### src/rtl/strXferPkg.sv
`timescale 1ns/1ps
package strXferPkg;

  typedef enum logic [2:0] {
    OP_MOVE    = 3'd0,
    OP_LOAD    = 3'd1,
    OP_STORE   = 3'd2,
    OP_SCAN    = 3'd3,
    OP_COMPARE = 3'd4
  } xferOpE;

  typedef enum logic [1:0] {
    RP_ONCE     = 2'd0,
    RP_COUNT    = 2'd1,
    RP_WHILE_EQ = 2'd2,
    RP_WHILE_NE = 2'd3
  } repModeE;

  // strobes from control to datapath
  typedef struct packed {
    logic load;      // take the start values
    logic useDst;    // access uses destination offset / segment
    logic capA;      // capture read data as first operand
    logic capB;      // capture read data as second operand
    logic capAcc;    // capture read data into accumulator
    logic wrTmp;     // write data comes from first operand
    logic cmpAcc;    // compare uses accumulator as first operand
    logic stepSrc;
    logic stepDst;
    logic decCnt;
    logic updFlags;
  } dpStrobeT;

  typedef struct packed {
    logic carry;
    logic zero;
    logic sign;
    logic over;
    logic parity;
    logic aux;
  } flagsT;

  function automatic logic isCompareOp(input logic [2:0] op);
    return (op == OP_SCAN) || (op == OP_COMPARE);
  endfunction

endpackage

### src/rtl/strXferCtrl.sv
`timescale 1ns/1ps
module strXferCtrl
  import strXferPkg::*;
(
  input  logic       clk,
  input  logic       rstN,
  input  logic       start,
  input  logic [2:0] opSel,
  input  logic [1:0] repMode,
  input  logic       startCntZero,
  input  logic       memAck,
  input  logic       cntIsOne,
  input  logic       cmpZero,
  output dpStrobeT   st,
  output logic       memReq,
  output logic       memWe,
  output logic       busy,
  output logic       done
);

  typedef enum logic [2:0] {
    S_IDLE, S_RD_SRC, S_RD_DST, S_WR_DST, S_STEP, S_FIN
  } stateE;

  stateE      state, nxt;
  logic [2:0] opQ;
  logic [1:0] repQ;
  logic       earlyStop;

  function automatic stateE firstAccess(input logic [2:0] op);
    case (op)
      OP_STORE: return S_WR_DST;
      OP_SCAN:  return S_RD_DST;
      default:  return S_RD_SRC;
    endcase
  endfunction

  always_comb begin
    nxt       = state;
    st        = '0;
    memReq    = 1'b0;
    memWe     = 1'b0;
    done      = 1'b0;
    earlyStop = 1'b0;
    case (state)
      S_IDLE: begin
        if (start) begin
          st.load = 1'b1;
          if (opSel > OP_COMPARE || (repMode != RP_ONCE && startCntZero))
            nxt = S_FIN;
          else
            nxt = firstAccess(opSel);
        end
      end
      S_RD_SRC: begin
        memReq = 1'b1;
        if (memAck) begin
          if (opQ == OP_LOAD) begin
            st.capAcc = 1'b1;
            nxt       = S_STEP;
          end else begin
            st.capA = 1'b1;
            nxt     = (opQ == OP_COMPARE) ? S_RD_DST : S_WR_DST;
          end
        end
      end
      S_RD_DST: begin
        memReq    = 1'b1;
        st.useDst = 1'b1;
        if (memAck) begin
          st.capB = 1'b1;
          nxt     = S_STEP;
        end
      end
      S_WR_DST: begin
        memReq    = 1'b1;
        memWe     = 1'b1;
        st.useDst = 1'b1;
        st.wrTmp  = (opQ == OP_MOVE);
        if (memAck) nxt = S_STEP;
      end
      S_STEP: begin
        st.stepSrc  = (opQ == OP_MOVE) || (opQ == OP_LOAD) || (opQ == OP_COMPARE);
        st.stepDst  = (opQ != OP_LOAD);
        st.decCnt   = (repQ != RP_ONCE);
        st.updFlags = isCompareOp(opQ);
        st.cmpAcc   = (opQ == OP_SCAN);
        earlyStop   = isCompareOp(opQ) &&
                      ((repQ == RP_WHILE_EQ && !cmpZero) ||
                       (repQ == RP_WHILE_NE &&  cmpZero));
        nxt = (repQ != RP_ONCE && !cntIsOne && !earlyStop) ? firstAccess(opQ) : S_FIN;
      end
      S_FIN: begin
        done = 1'b1;
        nxt  = S_IDLE;
      end
      default: nxt = S_IDLE;
    endcase
  end

  always_ff @(posedge clk or negedge rstN) begin
    if (!rstN) begin
      state <= S_IDLE;
      opQ   <= '0;
      repQ  <= '0;
    end else begin
      state <= nxt;
      if (state == S_IDLE && start) begin
        opQ  <= opSel;
        repQ <= repMode;
      end
    end
  end

  assign busy = (state != S_IDLE);

  AST_REQ_HOLD: assert property (@(posedge clk) disable iff (!rstN)
    memReq && !memAck |=> memReq && $stable(state) && $stable(memWe));

  AST_EMPTY_RUN: assert property (@(posedge clk) disable iff (!rstN)
    state == S_IDLE && start && repMode != RP_ONCE && startCntZero |=> done && !memReq);

  AST_DONE_PULSE: assert property (@(posedge clk) disable iff (!rstN)
    done |=> !done && !busy);

  AST_START_IGNORED: assert property (@(posedge clk) disable iff (!rstN)
    busy && !done |=> $stable(opQ) && $stable(repQ));

endmodule

### src/rtl/strXferDatapath.sv
`timescale 1ns/1ps
module strXferDatapath
  import strXferPkg::*;
#(
  parameter int ADDR_W = 16,
  parameter int DATA_W = 16,
  parameter int CNT_W  = 16
) (
  input  logic              clk,
  input  logic              rstN,
  input  dpStrobeT          st,
  input  logic              wordMode,
  input  logic              dirDown,
  input  logic [ADDR_W-1:0] srcPtrIn,
  input  logic [ADDR_W-1:0] dstPtrIn,
  input  logic [CNT_W-1:0]  countIn,
  input  logic [DATA_W-1:0] accIn,
  input  logic [DATA_W-1:0] memRdata,
  output logic [ADDR_W-1:0] memAddr,
  output logic              memDstSeg,
  output logic              memWord,
  output logic [DATA_W-1:0] memWdata,
  output logic [ADDR_W-1:0] srcPtr,
  output logic [ADDR_W-1:0] dstPtr,
  output logic [CNT_W-1:0]  count,
  output logic [DATA_W-1:0] acc,
  output flagsT             flags,
  output logic              cntIsOne,
  output logic              cmpZero
);

  localparam int HALF_W = DATA_W / 2;

  logic [ADDR_W-1:0] srcQ, dstQ, stepAmt, nextSrc, nextDst;
  logic [CNT_W-1:0]  cntQ;
  logic [DATA_W-1:0] accQ, opAQ, opBQ;
  logic              wordQ, dirQ;
  flagsT             flagsQ, newFlags;

  logic [DATA_W-1:0] cmpA, cmpB, res;
  logic [DATA_W:0]   diffW;
  logic [HALF_W:0]   diffB;
  logic              aMsb, bMsb, rMsb;

  // pointer stepping
  always_comb begin
    stepAmt = wordQ ? ADDR_W'(2) : ADDR_W'(1);
    nextSrc = dirQ ? (srcQ - stepAmt) : (srcQ + stepAmt);
    nextDst = dirQ ? (dstQ - stepAmt) : (dstQ + stepAmt);
  end

  // subtract-style compare at element width
  always_comb begin
    cmpA  = st.cmpAcc ? accQ : opAQ;
    cmpB  = opBQ;
    diffW = {1'b0, cmpA} - {1'b0, cmpB};
    diffB = {1'b0, cmpA[HALF_W-1:0]} - {1'b0, cmpB[HALF_W-1:0]};
    if (wordQ) begin
      newFlags.carry = diffW[DATA_W];
      res            = diffW[DATA_W-1:0];
      aMsb           = cmpA[DATA_W-1];
      bMsb           = cmpB[DATA_W-1];
      rMsb           = diffW[DATA_W-1];
    end else begin
      newFlags.carry = diffB[HALF_W];
      res            = {{HALF_W{1'b0}}, diffB[HALF_W-1:0]};
      aMsb           = cmpA[HALF_W-1];
      bMsb           = cmpB[HALF_W-1];
      rMsb           = diffB[HALF_W-1];
    end
    newFlags.zero   = (res == '0);
    newFlags.sign   = rMsb;
    newFlags.over   = (aMsb ^ bMsb) & (rMsb ^ aMsb);
    newFlags.parity = ~^res[7:0];
    newFlags.aux    = (cmpA[3:0] < cmpB[3:0]);
  end

  always_ff @(posedge clk or negedge rstN) begin
    if (!rstN) begin
      srcQ   <= '0;
      dstQ   <= '0;
      cntQ   <= '0;
      accQ   <= '0;
      opAQ   <= '0;
      opBQ   <= '0;
      wordQ  <= 1'b0;
      dirQ   <= 1'b0;
      flagsQ <= '0;
    end else begin
      if (st.load) begin
        srcQ  <= srcPtrIn;
        dstQ  <= dstPtrIn;
        cntQ  <= countIn;
        accQ  <= accIn;
        wordQ <= wordMode;
        dirQ  <= dirDown;
      end
      if (st.capA)     opAQ <= memRdata;
      if (st.capB)     opBQ <= memRdata;
      if (st.capAcc)   accQ <= wordQ ? memRdata : {accQ[DATA_W-1:HALF_W], memRdata[HALF_W-1:0]};
      if (st.stepSrc)  srcQ <= nextSrc;
      if (st.stepDst)  dstQ <= nextDst;
      if (st.decCnt)   cntQ <= cntQ - CNT_W'(1);
      if (st.updFlags) flagsQ <= newFlags;
    end
  end

  assign memAddr   = st.useDst ? dstQ : srcQ;
  assign memDstSeg = st.useDst;
  assign memWord   = wordQ;
  assign memWdata  = st.wrTmp ? opAQ : accQ;
  assign srcPtr    = srcQ;
  assign dstPtr    = dstQ;
  assign count     = cntQ;
  assign acc       = accQ;
  assign flags     = flagsQ;
  assign cntIsOne  = (cntQ == CNT_W'(1));
  assign cmpZero   = newFlags.zero;

  AST_SRC_HOLD: assert property (@(posedge clk) disable iff (!rstN)
    !st.load && !st.stepSrc |=> $stable(srcQ));

  AST_CNT_DEC: assert property (@(posedge clk) disable iff (!rstN)
    st.decCnt |=> cntQ == $past(cntQ) - CNT_W'(1));

  AST_FLAGS_KEEP: assert property (@(posedge clk) disable iff (!rstN)
    !st.updFlags |=> $stable(flagsQ));

  AST_ACC_HIGH_KEEP: assert property (@(posedge clk) disable iff (!rstN)
    st.capAcc && !wordQ |=> $stable(accQ[DATA_W-1:HALF_W]));

endmodule

### src/rtl/strXferEngine.sv
`timescale 1ns/1ps
module strXferEngine
  import strXferPkg::*;
#(
  parameter int ADDR_W = 16,
  parameter int DATA_W = 16,
  parameter int CNT_W  = 16
) (
  input  logic              clk,
  input  logic              rstN,
  input  logic              start,
  input  logic [2:0]        opSel,
  input  logic              wordMode,
  input  logic [1:0]        repMode,
  input  logic              dirDown,
  input  logic [ADDR_W-1:0] srcPtrIn,
  input  logic [ADDR_W-1:0] dstPtrIn,
  input  logic [CNT_W-1:0]  countIn,
  input  logic [DATA_W-1:0] accIn,
  input  logic              memAck,
  input  logic [DATA_W-1:0] memRdata,
  output logic              memReq,
  output logic              memWe,
  output logic              memDstSeg,
  output logic              memWord,
  output logic [ADDR_W-1:0] memAddr,
  output logic [DATA_W-1:0] memWdata,
  output logic              busy,
  output logic              done,
  output logic [ADDR_W-1:0] srcPtr,
  output logic [ADDR_W-1:0] dstPtr,
  output logic [CNT_W-1:0]  count,
  output logic [DATA_W-1:0] acc,
  output logic              flagCarry,
  output logic              flagZero,
  output logic              flagSign,
  output logic              flagOver,
  output logic              flagParity,
  output logic              flagAux
);

  dpStrobeT st;
  flagsT    flags;
  logic     cntIsOne, cmpZero;

  strXferCtrl ctrl (
    .clk          (clk),
    .rstN         (rstN),
    .start        (start),
    .opSel        (opSel),
    .repMode      (repMode),
    .startCntZero (countIn == '0),
    .memAck       (memAck),
    .cntIsOne     (cntIsOne),
    .cmpZero      (cmpZero),
    .st           (st),
    .memReq       (memReq),
    .memWe        (memWe),
    .busy         (busy),
    .done         (done)
  );

  strXferDatapath #(
    .ADDR_W (ADDR_W),
    .DATA_W (DATA_W),
    .CNT_W  (CNT_W)
  ) dp (
    .clk       (clk),
    .rstN      (rstN),
    .st        (st),
    .wordMode  (wordMode),
    .dirDown   (dirDown),
    .srcPtrIn  (srcPtrIn),
    .dstPtrIn  (dstPtrIn),
    .countIn   (countIn),
    .accIn     (accIn),
    .memRdata  (memRdata),
    .memAddr   (memAddr),
    .memDstSeg (memDstSeg),
    .memWord   (memWord),
    .memWdata  (memWdata),
    .srcPtr    (srcPtr),
    .dstPtr    (dstPtr),
    .count     (count),
    .acc       (acc),
    .flags     (flags),
    .cntIsOne  (cntIsOne),
    .cmpZero   (cmpZero)
  );

  assign flagCarry  = flags.carry;
  assign flagZero   = flags.zero;
  assign flagSign   = flags.sign;
  assign flagOver   = flags.over;
  assign flagParity = flags.parity;
  assign flagAux    = flags.aux;

  AST_WRITE_TAG: assert property (@(posedge clk) disable iff (!rstN)
    memReq && memWe |-> memDstSeg);

endmodule

### config.mk
export PLATFORM = sky130hd
export DESIGN_NAME = strXferEngine
export DESIGN_NICKNAME = d
export VERILOG_FILES = /design/src/rtl/strXferPkg.sv /design/src/rtl/strXferCtrl.sv /design/src/rtl/strXferDatapath.sv /design/src/rtl/strXferEngine.sv
export SDC_FILE = /design/constraint.sdc
export NUM_CORES = 1
export LEC_CHECK = 0
export ABC_AREA = 1
export BUFFER_PORTS_ARGS = -buffer_cell sky130_fd_sc_hd__buf_2
export CORE_MARGIN = 2
export CORE_UTILIZATION = 26
export CTS_CLUSTER_DIAMETER = 200
export DETAILED_ROUTE_END_ITERATION = 16
export SYNTH_ARGS = -nofsm -noshare
export SYNTH_HDL_FRONTEND = slang
export SYNTH_HIERARCHICAL = 1
export SYNTH_SLANG_ARGS = --single-unit
### constraint.sdc
create_clock -name clk -period 4.9 [get_ports clk]
set_clock_uncertainty 0.15 [all_clocks]
set_input_delay 0.98 -clock clk [delete_from_list [all_inputs] [get_ports clk]]
set_output_delay 0.98 -clock clk [all_outputs]
set_load 0.005 [all_outputs]
==> summary.md <==
| Metric | Value |
|---|---|
| DRC viols | `0` |
| Final wirelength | `28,000 µm` |
| RSZ-0062 raised after global routing | `false` |
| Slew HR | `0.394` |
| Top FF cell, synth | `dfrtp_1` |
| Post-CTS setup buffers | `0` |
| Outcome | `finished, final reports clean` |
| Clock Root Buffer | `clkbuf_16` |
| Vias | `8,789` |
| Critical Path Sink Type | `flop` |
| Final hold viol count | `0` |
| Reg2reg path depth | `25` |
| Power density over the cells | `789 nW/µm²` |
| Layout cells sized above 1 | `0.179` |
| Worst reg2reg path endpoint | `ctrl/state[0]$_DFFE_PN0P_` |
| Synth Area per Inst | `6.74 µm²` |
| GPL Wtd Cong | `0.874` |
| Initial antenna violation count | `3` |
| Port Buffer Count | `198` |
| Initial Utilization | `0.264` |
| Synth top area share | `0.325` |
| Clock sink count | `112` |
| Seq cells post-synth | `112` |
| Netlist cell types | `49` |
| Tmin final | `3.84 ns` |
| CTS resizes | `0` |
| Peak supply drop | `0.453 mV` |
| Largest area contributor in the netlist | `dfrtp_1` |
| GRT overflow | `0` |
| Crit Path Category | `reg2reg` |
| Final net count | `1,617` |
| Clk slew on worst S/H paths | `0.08 ns` |
| Yosys warns | `6` |
| HP Class | `reg2reg` |
| Max Cap Violations | `0` |
| P_leak | `5.53 nW` |
| Worst R2R Start | `ctrl/state[0]$_DFFE_PN0P_` |
| Register area share after synthesis | `0.325` |
| Skew-Pair Late Insertion Delay | `0.37 ns` |
| Worst reg-to-reg setup slack | `1.06 ns` |
| Die Y | `186 µm` |
| Num rows | `66` |
| Worst Hold Depth | `2` |
| Tot Pwr | `8.24 mW` |
| Synth area leaders | `dfrtp_1, nand2_1, ha_1` |
| Hold_sp | `dp/flags[5]$_DFFE_PN0P_` |
| Cells after Synth | `1,279` |
| Hold endpoint | `dp/flags[5]$_DFFE_PN0P_` |
| Top Ports | `199` |
| Slowest stage delay, CP | `0.46 ns` |
| Die ar. | `34,600 µm²` |
| Post-synth EDFFs | `0` |
| Final core utilization | `0.320` |
| Cell repeated most along the worst path | `nand2_1` |
| Async SR Flop Fraction | `1.00` |
| WP buf/inv | `2` |
| TritonCTS clock tree | `built` |
| Max Buffers Root-to-Sink | `2` |
| Max Clk Rate | `260 MHz` |
| Crit Path Max Fanout | `32` |
| Area growth syn-to-layout | `21.1%` |
| Post-DP HPWL | `22,100 µm` |
| Cts bufs inserted | `9` |
| Final Max Slew Viols | `0` |
| Net Count, Synth | `1,430` |
| Synth Cell Area | `8620 µm²` |
| Fin area | `10,400 µm²` |
| Detail Route Antenna Nets | `0` |
| Kind of cell adding the most delay to the critical path | `simple AND/OR/NAND/NOR gates` |
| Worst Tran Pin Value | `0.909 ns` |
| Critical Path RT | `5.02 ns` |
| CTS H-Tree Depth | `3` |
| Period utilisation layout | `0.784` |
| Drt first pass iters | `5` |
| GRT Util Overall | `0.163` |
| Die boundary width | `186 µm` |
| Final Setup Violations | `0` |
| Vias in the first global route | `8,299` |
| Critical Path AT | `3.96 ns` |
| Area after DPL | `10,100 µm²` |
| Drt via density | `4.59` |
| CTS Hold Bufs | `0` |
| Avg WL per Cell | `14.6 µm` |
| Largest net degree at the start of global routing | `68` |
| Starting DRC count in detailed routing | `459` |
| Core Box Area | `32,600 µm²` |
| Slowest cell on the critical path | `dfrtp_1` |
| Critical Path Source Type | `flop` |
| Setup TNS | `0 ns` |
| First-pass GRT wire length | `43,900 µm` |
[power by group]
group	switching (mW)	internal (mW)	total [mW]
combinational	3.45	2.22	5.68
sequential	0.427	1.38	1.81
clock	0.385	0.365	0.751
[through the flow]
| step | std cells | hold slack, ns | setup slack (ns) |
|---|---|---|---|
| CTS | 1913 | 0.359 | 1.05 |
| floorplan | 1279 | 0.322 | 1.19 |
| finish | 1916 | 0.351 | 1.06 |
| global route | 1913 | 0.385 | 0.629 |
| detailed placement | 1897 | 0.338 | 1.08 |
| global placement | 1897 | 0.317 | 1.14 |
[state kept, by name, summed over array words and instances (netlist names)]
| name | flops |
|---|---|
| ctrl/opQ | 3 |
| ctrl/repQ | 2 |
| ctrl/state | 3 |
| dp/acc | 16 |
| dp/cmpB | 16 |
| dp/count | 16 |
| dp/dirQ | 1 |
| dp/dstPtr | 16 |
| dp/flags | 6 |
| dp/memWord | 1 |
| dp/opAQ | 16 |
| dp/srcPtr | 16 |
[kinds of logic (layout without fill, tap and decap cells)]
logic type               Yosys count  count (layout)  share of synthesized area
AND/OR/NAND/NOR                  620             620                      0.298
AO/OA/AOI/OAI                    233             233                      0.152
buffers and inverters            220             412                     0.0965
flip-flops                       112             112                      0.325
adder cells (fa/ha/maj)           60              60                     0.0897
XOR/XNOR                          24              24                     0.0244
multiplexers                      10              10                     0.0134
other                              0               3                          0
[layout by cell type, fill, tap and decap left out, types with 5 or more instances in the layout]
cell type	count
inv_2	8
dfrtp_1	112
nor2_2	5
a31oi_1	12
nor3_1	22
a21oi_1	72
o21ai_1	13
a21o_1	7
o221ai_1	8
nand2_1	379
xnor2_1	14
buf_4	15
o21ai_0	83
nor2_1	110
mux2_2	8
buf_2	197
o211ai_1	11
o21bai_1	6
clkbuf_16	9
o22ai_1	13
xor2_1	10
ha_1	57
nand4_1	12
inv_1	175
nand3_1	68
[cell usage after synthesis (all sizes together), types with 4 or more instances]
cell	n
a21o	7
a21oi	74
a31oi	12
and2	5
buf	6
clkbuf	30
dfrtp	112
ha	57
inv	183
mux2	9
nand2	383
nand3	69
nand3b	4
nand4	12
nor2	117
nor3	25
o211ai	11
o21ai	96
o21bai	6
o221ai	8
o22ai	13
or2	4
xnor2	14
xor2	10
[how the worst max path moves through the flow]
stage / from / cells past startpoint / slack (ns) / endpoint
6_report: ctrl/state[0]$_DFFE_PN0P_ / 25 / 1.06 / ctrl/state[0]$_DFFE_PN0P_
5_1_grt: ctrl/state[0]$_DFFE_PN0P_ / 25 / 0.63 / ctrl/state[0]$_DFFE_PN0P_
4_1_cts: ctrl/state[0]$_DFFE_PN0P_ / 25 / 1.05 / ctrl/state[0]$_DFFE_PN0P_
3_5_place_dp: ctrl/state[0]$_DFFE_PN0P_ / 25 / 1.08 / ctrl/state[0]$_DFFE_PN0P_
3_3_place_gp: ctrl/state[0]$_DFFE_PN0P_ / 25 / 1.14 / ctrl/state[0]$_DFFE_PN0P_
2_1_floorplan: ctrl/state[0]$_DFFE_PN0P_ / 25 / 1.19 / ctrl/state[0]$_DFFE_PN0P_
[routing by layer]
layer / share of wire / GRT usage / routed length (µm) / up-vias
met5: 0 / 0 / 0 / -
met4: 0.019 / 0.0450 / 539 / 0
met3: 0.059 / 0.0321 / 1650 / 29
met2: 0.46 / 0.271 / 13000 / 217
met1: 0.46 / 0.214 / 12800 / 4007
li1: - / - / - / 4536
[worst min-delay path: cells and delay by family, from the launching register on]
family / cells / cell delay (ns)
and+or+nand+nor: 2 / 0.11
DFF: 1 / 0.36
[cell type report]
type,count,area [µm²]
well taps,442,553
fillers,3546,22200
diodes,3,7.51
repair buffers,212,1100
clock buffers,11,243
flip-flops and latches,112,2800
clock inverters,5,40.0
inverters,184,691
multi-input cells,947,5000
No activity file was read; power rests on OpenSTA's default activity.
